File: config.mk
export PLATFORM = sky130hd
export DESIGN_NAME = vtrs_timing_gen
export DESIGN_NICKNAME = d
export VERILOG_FILES = /design/src/rtl/vtrs_pkg.sv /design/src/rtl/vtrs_trs_detect.sv /design/src/rtl/vtrs_pix_meas.sv /design/src/rtl/vtrs_line_meas.sv /design/src/rtl/vtrs_lock_fsm.sv /design/src/rtl/vtrs_timing_gen.sv
export SDC_FILE = /design/constraint.sdc
export NUM_CORES = 1
export LEC_CHECK = 0
export BUFFER_PORTS_ARGS = -buffer_cell sky130_fd_sc_hd__buf_2
export CAP_MARGIN = 20
export CORE_ASPECT_RATIO = 1.2
export CORE_UTILIZATION = 60
export CTS_BUF_LIST = sky130_fd_sc_hd__clkbuf_4
export CTS_CLUSTER_DIAMETER = 30
export CTS_CLUSTER_SIZE = 25
export DETAILED_ROUTE_END_ITERATION = 12
export PLACE_DENSITY = 0.81
export SLEW_MARGIN = 10
export SYNTH_ARGS = -nofsm -noshare
export SYNTH_HDL_FRONTEND = slang
export SYNTH_SLANG_ARGS = --single-unit
export TNS_END_PERCENT = 50
File: constraint.sdc
create_clock -name clk -period 5.9 [get_ports clk]
set_input_delay 0.295 -clock clk [delete_from_list [all_inputs] [get_ports clk]]
set_output_delay 0.295 -clock clk [all_outputs]
set_load 0.005 [all_outputs]
File: src/rtl/vtrs_pkg.sv
package vtrs_pkg;

    typedef enum logic [2:0] {
        ST_OFF,
        ST_HUNT,
        ST_MEASURE,
        ST_LOCKED,
        ST_SUSPECT
    } lock_state_e;

    typedef struct packed {
        logic f;
        logic v;
        logic h;
    } trs_flags_t;

endpackage

File: src/rtl/vtrs_trs_detect.sv
module vtrs_trs_detect
    import vtrs_pkg::*;
#(
    parameter int DATA_W      = 10,
    parameter bit ACCEPT_8BIT = 1'b1
) (
    input  logic              clk,
    input  logic              rst_n,
    input  logic              en,
    input  logic              vld,
    input  logic [DATA_W-1:0] din,
    output logic              hit,
    output trs_flags_t        flags
);

    localparam int CMP_LSB = ACCEPT_8BIT ? 2 : 0;
    localparam int CMP_W   = DATA_W - CMP_LSB;
    localparam int HIST    = 3;

    logic [CMP_W-1:0] cmp_bits;
    logic             is_ones;
    logic             is_zero;
    logic [HIST-1:0]  ones_q;
    logic [HIST-1:0]  zero_q;

    // Select the compared slice: 8-bit tolerant codes drop the two low bits
    generate
        if (ACCEPT_8BIT) begin : g_masked
            assign cmp_bits = din[DATA_W-1:CMP_LSB];
        end else begin : g_exact
            assign cmp_bits = din;
        end
    endgenerate

    assign is_ones = &cmp_bits;
    assign is_zero = ~|cmp_bits;

    // History of valid words only; idle cycles do not shift it
    always_ff @(posedge clk) begin
        if (!rst_n || !en) begin
            ones_q <= '0;
            zero_q <= '0;
        end else if (vld) begin
            ones_q <= {ones_q[HIST-2:0], is_ones};
            zero_q <= {zero_q[HIST-2:0], is_zero};
        end
    end

    assign hit = en && vld && din[DATA_W-1] && ones_q[HIST-1]
                 && zero_q[1] && zero_q[0];

    assign flags.f = din[DATA_W-2];
    assign flags.v = din[DATA_W-3];
    assign flags.h = din[DATA_W-4];

endmodule

File: src/rtl/vtrs_pix_meas.sv
module vtrs_pix_meas #(
    parameter int CNT_W = 13
) (
    input  logic             clk,
    input  logic             rst_n,
    input  logic             en,
    input  logic             vld,
    input  logic             hit,
    input  logic             is_eav,
    output logic             tot_stb,
    output logic [CNT_W-1:0] tot_len,
    output logic             act_stb,
    output logic [CNT_W-1:0] act_len
);

    localparam logic [CNT_W-1:0] CNT_MAX = '1;
    localparam logic [CNT_W-1:0] ONE     = CNT_W'(1);
    localparam logic [CNT_W-1:0] PRE_LEN = CNT_W'(3);

    logic [CNT_W-1:0] cnt_eav;
    logic [CNT_W-1:0] cnt_sav;
    logic             have_eav;
    logic             sav_seen;
    logic [CNT_W-1:0] eav_inc;
    logic [CNT_W-1:0] sav_inc;

    assign eav_inc = (cnt_eav == CNT_MAX) ? cnt_eav : cnt_eav + ONE;
    assign sav_inc = (cnt_sav == CNT_MAX) ? cnt_sav : cnt_sav + ONE;

    always_ff @(posedge clk) begin
        if (!rst_n || !en) begin
            cnt_eav  <= '0;
            cnt_sav  <= '0;
            have_eav <= 1'b0;
            sav_seen <= 1'b0;
        end else if (vld) begin
            if (hit && is_eav) begin
                cnt_eav  <= '0;
                have_eav <= 1'b1;
                sav_seen <= 1'b0;
                cnt_sav  <= sav_inc;
            end else if (hit) begin
                cnt_sav  <= '0;
                sav_seen <= 1'b1;
                cnt_eav  <= eav_inc;
            end else begin
                cnt_eav  <= eav_inc;
                cnt_sav  <= sav_inc;
            end
        end
    end

    assign tot_stb = hit && is_eav && have_eav;
    assign tot_len = cnt_eav + ONE;
    assign act_stb = hit && is_eav && sav_seen && (cnt_sav >= PRE_LEN);
    assign act_len = cnt_sav - PRE_LEN;

endmodule

File: src/rtl/vtrs_line_meas.sv
module vtrs_line_meas #(
    parameter int LN_W = 11
) (
    input  logic            clk,
    input  logic            rst_n,
    input  logic            en,
    input  logic            eav_stb,
    input  logic            f,
    input  logic            v,
    output logic            frame_stb,
    output logic [LN_W-1:0] lines_total,
    output logic [LN_W-1:0] lines_active
);

    localparam logic [LN_W-1:0] LN_ONE = LN_W'(1);

    logic            prev_f;
    logic            prev_v;
    logic            have_prev;
    logic            f_seen;
    logic [LN_W-1:0] ln_cnt;
    logic [LN_W-1:0] act_cnt;
    logic [LN_W-1:0] act_add;

    assign act_add   = {{(LN_W-1){1'b0}}, ~v};
    assign frame_stb = eav_stb && have_prev &&
                       ((prev_f && !f) || (!f_seen && !f && !prev_v && v));

    always_ff @(posedge clk) begin
        if (!rst_n || !en) begin
            prev_f    <= 1'b0;
            prev_v    <= 1'b0;
            have_prev <= 1'b0;
            f_seen    <= 1'b0;
            ln_cnt    <= '0;
            act_cnt   <= '0;
        end else if (eav_stb) begin
            prev_f    <= f;
            prev_v    <= v;
            have_prev <= 1'b1;
            if (f) f_seen <= 1'b1;
            if (frame_stb) begin
                ln_cnt  <= LN_ONE;
                act_cnt <= act_add;
            end else begin
                ln_cnt  <= ln_cnt + LN_ONE;
                act_cnt <= act_cnt + act_add;
            end
        end
    end

    assign lines_total  = ln_cnt;
    assign lines_active = act_cnt;

endmodule

File: src/rtl/vtrs_lock_fsm.sv
module vtrs_lock_fsm
    import vtrs_pkg::*;
#(
    parameter int CNT_W = 13,
    parameter int LN_W  = 11
) (
    input  logic             clk,
    input  logic             rst_n,
    input  logic             en,
    input  logic             frame_stb,
    input  logic             tot_stb,
    input  logic [CNT_W-1:0] tot_len,
    input  logic             act_stb,
    input  logic [CNT_W-1:0] act_len,
    input  logic [LN_W-1:0]  lines_total,
    input  logic [LN_W-1:0]  lines_active,
    output logic             locked,
    output logic [CNT_W-1:0] line_total,
    output logic [CNT_W-1:0] line_active,
    output logic [LN_W-1:0]  frame_lines,
    output logic [LN_W-1:0]  frame_active
);

    lock_state_e      state_q;
    lock_state_e      state_d;
    logic             frame_bad_q;
    logic             line_mis;
    logic             count_mis;
    logic             bad_frame;
    logic [CNT_W-1:0] line_total_q;
    logic [CNT_W-1:0] line_active_q;
    logic [LN_W-1:0]  frame_lines_q;
    logic [LN_W-1:0]  frame_active_q;

    assign line_mis  = (tot_stb && (tot_len != line_total_q)) ||
                       (act_stb && (act_len != line_active_q));
    assign count_mis = (lines_total != frame_lines_q) ||
                       (lines_active != frame_active_q);
    assign bad_frame = frame_bad_q || line_mis || count_mis;

    // State register
    always_ff @(posedge clk) begin
        if (!rst_n) state_q <= ST_OFF;
        else        state_q <= state_d;
    end

    // Transitions
    always_comb begin
        state_d = state_q;
        if (!en) begin
            state_d = ST_OFF;
        end else begin
            unique case (state_q)
                ST_OFF:     state_d = ST_HUNT;
                ST_HUNT:    if (frame_stb) state_d = ST_MEASURE;
                ST_MEASURE: if (frame_stb) state_d = ST_LOCKED;
                ST_LOCKED:  if (frame_stb && bad_frame) state_d = ST_SUSPECT;
                ST_SUSPECT: if (frame_stb) state_d = bad_frame ? ST_MEASURE : ST_LOCKED;
            endcase
        end
    end

    // Stored geometry and frame quality
    always_ff @(posedge clk) begin
        if (!rst_n || !en) begin
            line_total_q   <= '0;
            line_active_q  <= '0;
            frame_lines_q  <= '0;
            frame_active_q <= '0;
            frame_bad_q    <= 1'b0;
        end else begin
            unique case (state_q)
                ST_MEASURE: begin
                    if (tot_stb) line_total_q  <= tot_len;
                    if (act_stb) line_active_q <= act_len;
                    if (frame_stb) begin
                        frame_lines_q  <= lines_total;
                        frame_active_q <= lines_active;
                    end
                    frame_bad_q <= 1'b0;
                end
                ST_LOCKED, ST_SUSPECT: begin
                    if (frame_stb)     frame_bad_q <= 1'b0;
                    else if (line_mis) frame_bad_q <= 1'b1;
                end
                ST_OFF, ST_HUNT: frame_bad_q <= 1'b0;
            endcase
        end
    end

    assign locked       = (state_q == ST_LOCKED) || (state_q == ST_SUSPECT);
    assign line_total   = line_total_q;
    assign line_active  = line_active_q;
    assign frame_lines  = frame_lines_q;
    assign frame_active = frame_active_q;

endmodule

File: src/rtl/vtrs_timing_gen.sv
module vtrs_timing_gen
    import vtrs_pkg::*;
#(
    parameter int DATA_W      = 10,
    parameter int CNT_W       = 13,
    parameter int LN_W        = 11,
    parameter bit ACCEPT_8BIT = 1'b1
) (
    input  logic              clk,
    input  logic              rst_n,
    input  logic              proc_en,
    input  logic [DATA_W-1:0] din,
    input  logic              din_vld,
    output logic              trs_f,
    output logic              trs_v,
    output logic              trs_h,
    output logic              locked,
    output logic [CNT_W-1:0]  line_total,
    output logic [CNT_W-1:0]  line_active,
    output logic [LN_W-1:0]   frame_lines,
    output logic [LN_W-1:0]   frame_active
);

    logic             xyz_hit;
    trs_flags_t       det_flags;
    trs_flags_t       flags_q;
    logic             eav_stb;
    logic             frame_stb;
    logic             tot_stb;
    logic             act_stb;
    logic [CNT_W-1:0] tot_len;
    logic [CNT_W-1:0] act_len;
    logic [LN_W-1:0]  lines_total;
    logic [LN_W-1:0]  lines_active;

    vtrs_trs_detect #(.DATA_W(DATA_W), .ACCEPT_8BIT(ACCEPT_8BIT)) det_i (
        .clk(clk), .rst_n(rst_n), .en(proc_en), .vld(din_vld), .din(din),
        .hit(xyz_hit), .flags(det_flags)
    );

    assign eav_stb = xyz_hit && det_flags.h;

    vtrs_pix_meas #(.CNT_W(CNT_W)) pix_i (
        .clk(clk), .rst_n(rst_n), .en(proc_en), .vld(din_vld), .hit(xyz_hit),
        .is_eav(det_flags.h), .tot_stb(tot_stb), .tot_len(tot_len),
        .act_stb(act_stb), .act_len(act_len)
    );

    vtrs_line_meas #(.LN_W(LN_W)) line_i (
        .clk(clk), .rst_n(rst_n), .en(proc_en), .eav_stb(eav_stb),
        .f(det_flags.f), .v(det_flags.v), .frame_stb(frame_stb),
        .lines_total(lines_total), .lines_active(lines_active)
    );

    vtrs_lock_fsm #(.CNT_W(CNT_W), .LN_W(LN_W)) fsm_i (
        .clk(clk), .rst_n(rst_n), .en(proc_en), .frame_stb(frame_stb),
        .tot_stb(tot_stb), .tot_len(tot_len), .act_stb(act_stb), .act_len(act_len),
        .lines_total(lines_total), .lines_active(lines_active), .locked(locked),
        .line_total(line_total), .line_active(line_active),
        .frame_lines(frame_lines), .frame_active(frame_active)
    );

    // Regenerated flags, registered on the code word
    always_ff @(posedge clk) begin
        if (!rst_n || !proc_en) flags_q <= '0;
        else if (xyz_hit)       flags_q <= det_flags;
    end

    assign trs_f = flags_q.f;
    assign trs_v = flags_q.v;
    assign trs_h = flags_q.h;

endmodule

==> results of run 1 <==
## report_power, final
group / total, uW / leakage, uW / internal (uW) / switching, uW
registers: 773 / 0.000918 / 770 / 3.21
logic: 35.1 / 0.00143 / 9.69 / 25.4
clock network: 592 / 0.000144 / 290 / 303
## stage by stage
| stage | std cells | instance area (um2) | util, % | hold WS [ns] | total power, uW |
|---|---|---|---|---|---|
| finish | 902 | 6470 | 68.0 | 0.0722 | 1400 |
| floorplan | 730 | 5890 | - | 0.431 | 814 |
| global route | 902 | 6470 | 68.0 | 0.0223 | 1460 |
| detailed placement | 871 | 6180 | 64.9 | 0.449 | 826 |
| CTS | 902 | 6470 | 68.0 | 0.0409 | 1410 |
| global placement | 871 | 6180 | 64.9 | 0.443 | 825 |
## cell type report
class / count / share of cell area (%)
Sequential cell: 114 / 35.3
Clock buffer: 17 / 1.97
Multi-Input combinational cell: 557 / 52.0
Clock inverter: 14 / 2.53
Tap cell: 123 / 2.38
Timing Repair Buffer: 66 / 5.22
Inverter: 11 / 0.638
## state kept, by name, summed over array words and instances, names as in the netlist, 2 cells and up
signal               flops
det_i.ones_q             3
fsm_i.line_total        13
fsm_i.frame_active      11
pix_i.cnt_sav           13
line_i.lines_total      11
pix_i.cnt_eav           13
fsm_i.frame_lines       11
fsm_i.state_q            3
det_i.zero_q             2
line_i.lines_active     11
fsm_i.line_active       13
## worst max-delay path, delay by kind of cell, from the launching register on
family,cells,cell delay (ns)
compound gates,4,0.91
xor+xnor,1,0.15
fa+ha+maj,1,0.29
flops,1,0.49
simple gates,4,1.24
## per-layer routing
layer	part of all wire [%]	routed length, um
met1	42	5570
met2	50	6680
met3	4.9	654
met4	2.5	331
met5	0	0
## Yosys cell counts (2+ instances only)
cell         n
nor4_1      16
a21o_1       7
a22oi_1      2
or4_1        3
nand3_1     25
nor3_1      14
and2_1       5
clkbuf_1    31
o22ai_1      2
and3b_1      2
o21ai_0     21
dfxtp_1    114
and4_1       2
buf_1        3
xnor3_1      3
a211o_1      2
nand3b_1     2
xnor2_1     27
nor2b_1      5
o41ai_1      2
a311oi_1     3
ha_1         5
and3_1      13
nand2_1     88
a221oi_1     3
a21oi_1     62
xor2_1      51
or3_1        6
nand4_1     22
nand2b_1     3
inv_1       11
a2111oi_2    2
buf_2       12
mux2i_1     11
nor2_1     100
a211oi_1    22
## how the worst max path moves through the flow
stage | startpoint | cells past startpoint | end
3_5_place_dp | pix_i.cnt_eav[0] | 10 | fsm_i.state_q[1]
2_1_floorplan | pix_i.cnt_eav[1] | 10 | fsm_i.state_q[1]
4_1_cts | pix_i.cnt_eav[0] | 10 | fsm_i.state_q[0]
3_3_place_gp | pix_i.cnt_eav[0] | 8 | pix_i.cnt_eav[11]
6_report | pix_i.cnt_eav[0] | 10 | fsm_i.state_q[0]
5_1_grt | pix_i.cnt_eav[0] | 8 | pix_i.cnt_eav[6]
## kinds of logic (layout without fill, tap and decap cells)
kind of cell,Yosys count,after routing,share of synthesized area (%)
buffers and inverters,59,108,4.17
DFF,114,114,38.8
xor gates and xnor gates,81,81,12.8
AOI/OAI and AO/OA,145,145,15.9
adders and majority gates,5,5,1.06
and+or+nand+nor,315,315,25.5
muxes,11,11,1.87
## layout by cell type (no fill, tap or decap), types with 6 or more instances in the layout
cell        n
dfxtp_1   114
nor2_1    100
nand2_1    87
buf_2      63
a21oi_1    62
xor2_1     51
xnor2_1    27
nand3_1    25
nand4_1    22
a211oi_1   22
o21ai_0    21
clkbuf_4   17
nor4_1     16
nor3_1     14
and3_1     13
inv_1      11
mux2i_1    11
a21o_1      7
or3_1       6
==> flow_metrics.tcl, run 1 <==
set metrics [dict create \
    outcome "complete, no violations" \
    worst_pin_slew_ns 0.888 \
    io_buffers 63 \
    dr.first_iter.drc_count 279 \
    reg2reg_depth 10 \
    skew_ns 0.0158 \
    criticalPathCategory "reg -> reg" \
    power.leakage_uw 0.00250 \
    synthesis.nets 749 \
    final_antenna_net_count 0 \
    cp_max_fo 8 \
    clk_pin_slew_ns 0.11 \
    clock-sinks 114 \
    antenna_found_initial 0 \
    netlist_area_um2 5890 \
    routed_via_density 5.87 \
    postCtsHoldBufs 0 \
    synth_area_per_cell_um2 8.06 \
    yosysSeqAreaShare_pct 38.8 \
    end_kind "flip-flop" \
    wl_per_cell_um 14.7 \
    synth.largest_area_cell "dfxtp_1" \
    synth-edff-count 0 \
    finalSetupViolations 0 \
    initial_core_util_pct 61.9 \
    grtUsageMet2_pct 46.8 \
    drv_slew 0 \
    worst-endpoint-arrival_ns 3.59 \
    grt_max_degree 79 \
    power.density_nw_per_um2 217 \
    hold_path_depth 4 \
    die-height_um 110 \
    cp-start-kind "flip-flop" \
    synth_warnings 0 \
    synthCells 730 \
    post-dp-hpwl_um 9300 \
    relSlewSlack_pct 40.8 \
    wl_um 13200 \
    ys_async_sr_fraction_pct 0 \
    cts_tree "done" \
    row_count 39 \
    ctsRootBufferMaster "clkbuf_4" \
    die_x_um 92.4 \
    ios 66 \
    core_um2 9520 \
    finalHoldViolCount 0 \
    r2r-start "pix_i.cnt_eav[0]" \
    finalCriticalPeriod_ns 3.14 \
    grt_pass1_wl_um 22200 \
    clkLatencyLatePin_ns 0.51 \
    ys_dominant_reg_cell "dfxtp_1" \
    cap_violations 0 \
    path_cells "ha_1, nand3_1, nor4_1, xor2_1, o21ai_0, nand4_1, a22oi_2, nand2_2, o21ai_0, o211a_1" \
    n_fill_cell 773 \
    synth.area.top_cells "dfxtp_1 (39%), xor2_1 (7.6%), nor2_1 (6.4%)" \
    worst-r2r-setup-slack_ns 2.76 \
    drcViolationCount 0 \
    hold_class "in -> reg" \
    hp-start "din[4]" \
    min_period_over_period_pct 53.2 \
    grt_usage_pct 27.1 \
    vias 5291 \
    gp_congestion 0.907 \
    rsz0062_at_grt "false" \
    regArea_um2 2280 \
    nets 786 \
    cp.required_ns 6.35 \
    grt_pass1_vias 4921 \
    setup_ws_ns 2.76 \
    antennaDiodeCount 0 \
    pre_cts_ws_ns 2.85 \
    area_growth_syn_to_layout_pct 9.89 \
    cp_slowest_cell "nor4_1" \
    r2r_end "fsm_i.state_q[0]" \
    setup-tns-final_ns 0 \
    crit_top_cell "o21ai_0" \
    synth_seq_cells 114 \
    crit_path_max_incr_delay_ns 0.77 \
    fp.dieArea_um2 10200 \
    max_freq_mhz 318 \
    cts_resized 0 \
    grt_overflow 0 \
    synth.distinct_cells 64 \
    vdd.ir_drop.worst_v 0.000116 \
    clock_path_buffers 2 \
    met3_usage_pct 6.75 \
    multi_input_area_um2 3360 \
    cts_buffers 17 \
    cts_setup_buffers 0 \
    use_met1_pct 31.4 \
    min_to "det_i.zero_q[0]" \
    drive_above_1_share_pct 13.9 \
    busiest_layer "met2" \
    yosysTopAreaCellShare_pct 38.8 \
    htreeDepth 4 \
    firstDrtPassIters 5 \
]
(Power assumes the default switching activity.)
==> run 2: changes to the inputs <==
clock period = 3.19 ns   (was 5.9 ns; I/O delays follow)
==> flow_metrics.tcl, run 2 (synthesized netlist as in run 1, its figures left out) <==
set metrics [dict create \
    grt_pass1_vias 5036 \
    vdd.ir_drop.worst_v 0.000301 \
    swShare_pct 24.4 \
    combPwrFrac_pct 2.9 \
    grtUsageMet2_pct 49.0 \
    setup-tns-final_ns 0 \
    busiest_layer "met2" \
    worst-endpoint-arrival_ns 3.43 \
    max_freq_mhz 337 \
    dr.first_iter.drc_count 275 \
    cp.required_ns 3.66 \
    ios 66 \
    rsz0062_at_grt "false" \
    total_power_uw 2530 \
    nets 805 \
    gp_congestion 1.00 \
    use_met1_pct 32.4 \
    row_count 39 \
    cp_max_fo 8 \
    finalCriticalPeriod_ns 2.96 \
    power.density_nw_per_um2 384 \
    finalSetupViolations 0 \
    initial_core_util_pct 61.9 \
    die-height_um 110 \
    final_cell_mix "dfxtp_1 (114), nor2_1 (100), nand2_1 (87)" \
    clock_path_buffers 2 \
    clock-sinks 114 \
    grt_usage_pct 28.0 \
    min_period_over_period_pct 92.9 \
    firstDrtPassIters 5 \
    cts_tree "done" \
    clk_pin_slew_ns 0.10 \
    drive_above_1_share_pct 15.0 \
    io_buffers 63 \
    antenna_found_initial 0 \
    htreeDepth 4 \
    met3_usage_pct 5.72 \
    core_um2 9520 \
    worst-r2r-setup-slack_ns 0.23 \
    reg2reg_depth 10 \
    final_core_util_pct 69.4 \
    antennaDiodeCount 0 \
    wl_per_cell_um 15.2 \
    fp.dieArea_um2 10200 \
    grt_pass1_wl_um 23000 \
    seqPwrFrac_pct 56.4 \
    grt_max_degree 36 \
    relSlewSlack_pct 42.9 \
    skew_ns 0.0132 \
    power.leakage_uw 0.00259 \
    p_switching_uw 617 \
    outcome "complete, no violations" \
    drcViolationCount 0 \
    worst_pin_slew_ns 0.857 \
    r2r_end "fsm_i.state_q[1]" \
    post-dp-hpwl_um 9740 \
    critPathLaunch "pix_i.cnt_eav[0]" \
    cts_buffers 17 \
    cp-start-kind "flip-flop" \
    cts_setup_buffers 0 \
    drv_slew 0 \
    area_growth_syn_to_layout_pct 12.2 \
    whs_ns 0.0387 \
    grt_overflow 0 \
    clkLatencyLatePin_ns 0.53 \
    end_kind "flip-flop" \
    r2r-start "pix_i.cnt_eav[0]" \
    n_fill_cell 802 \
    vias 5433 \
    cts_resized 0 \
    pwr-share-clk_pct 40.7 \
    die_x_um 92.4 \
    cap_violations 0 \
    hold_class "in -> reg" \
    routed_via_density 5.89 \
    final_antenna_net_count 0 \
    crit_end "fsm_i.state_q[1]" \
    ctsRootBufferMaster "clkbuf_4" \
    criticalPathCategory "reg -> reg" \
    wl_um 14000 \
    p_int_uw 1920 \
    layout_commonest_cell "dfxtp_1" \
    finalHoldViolCount 0 \
]
[run 2: worst min path at each step]
stage / start / to / slack [ns] / cells after the start
2_1_floorplan: din[8] / line_i.prev_f / 0.30 / 2
3_3_place_gp: line_i.prev_f / line_i.prev_f / 0.44 / 2
3_5_place_dp: line_i.prev_v / line_i.prev_v / 0.45 / 2
4_1_cts: din_vld / pix_i.cnt_eav[1] / 0.005 / 3
5_1_grt: din_vld / det_i.ones_q[1] / 0.04 / 3
6_report: din_vld / pix_i.cnt_eav[1] / 0.04 / 3
[run 2: final cells by class]
class,instances,area (um2),share of cell area (%)
Clock buffer,18,135,2.05
Clock inverter,14,141,2.14
Inverter,11,41.3,0.625
Multi-Input combinational cell,557,3360,50.9
Sequential cell,114,2280,34.5
Tap cell,123,154,2.33
Timing Repair Buffer,85,492,7.44
[run 2: power by group through the flow]
stage | clock [uW] | sequential (uW) | combinational, uW
after floorplan | 0 | 1460 | 46.7
after detailed placement | 0 | 1460 | 68.8
final | 1030 | 1430 | 74.0
after global routing | 1100 | 1430 | 80.7
after global placement | 0 | 1460 | 67.2
after CTS | 1050 | 1430 | 73.5
[run 2: routing by layer]
layer	part of all wire (%)	wire length, um	up-vias
met1	43	5960	2574
met5	0	0	-
li1	-	-	2681
met3	3.5	494	34
met4	2.3	323	0
met2	51	7200	144
[run 2: worst max-delay path, cell delays in order, from the launching register on]
cell,delay (ns)
dfxtp_1,0.48
ha_1,0.30
and3_1,0.34
nand3_1,0.25
xor2_1,0.22
a222oi_1,0.34
nand4_1,0.17
a22oi_2,0.30
nand2_2,0.12
a31o_1,0.26
a21oi_2,0.12
[run 2: repair_timing]
action,CTS,global route
hold endpoints to repair,6,0
setup endpoints to repair,0,0
hold buffers,6,0
[run 2: through the flow]
stage                     cells  instance area, um2  setup WS [ns]
after floorplan             730                5890          0.710
after global placement      883                6270          0.182
after detailed placement    884                6270          0.294
after CTS                   922                6610          0.226
after global routing        922                6610         0.0234
final                       922                6610          0.227
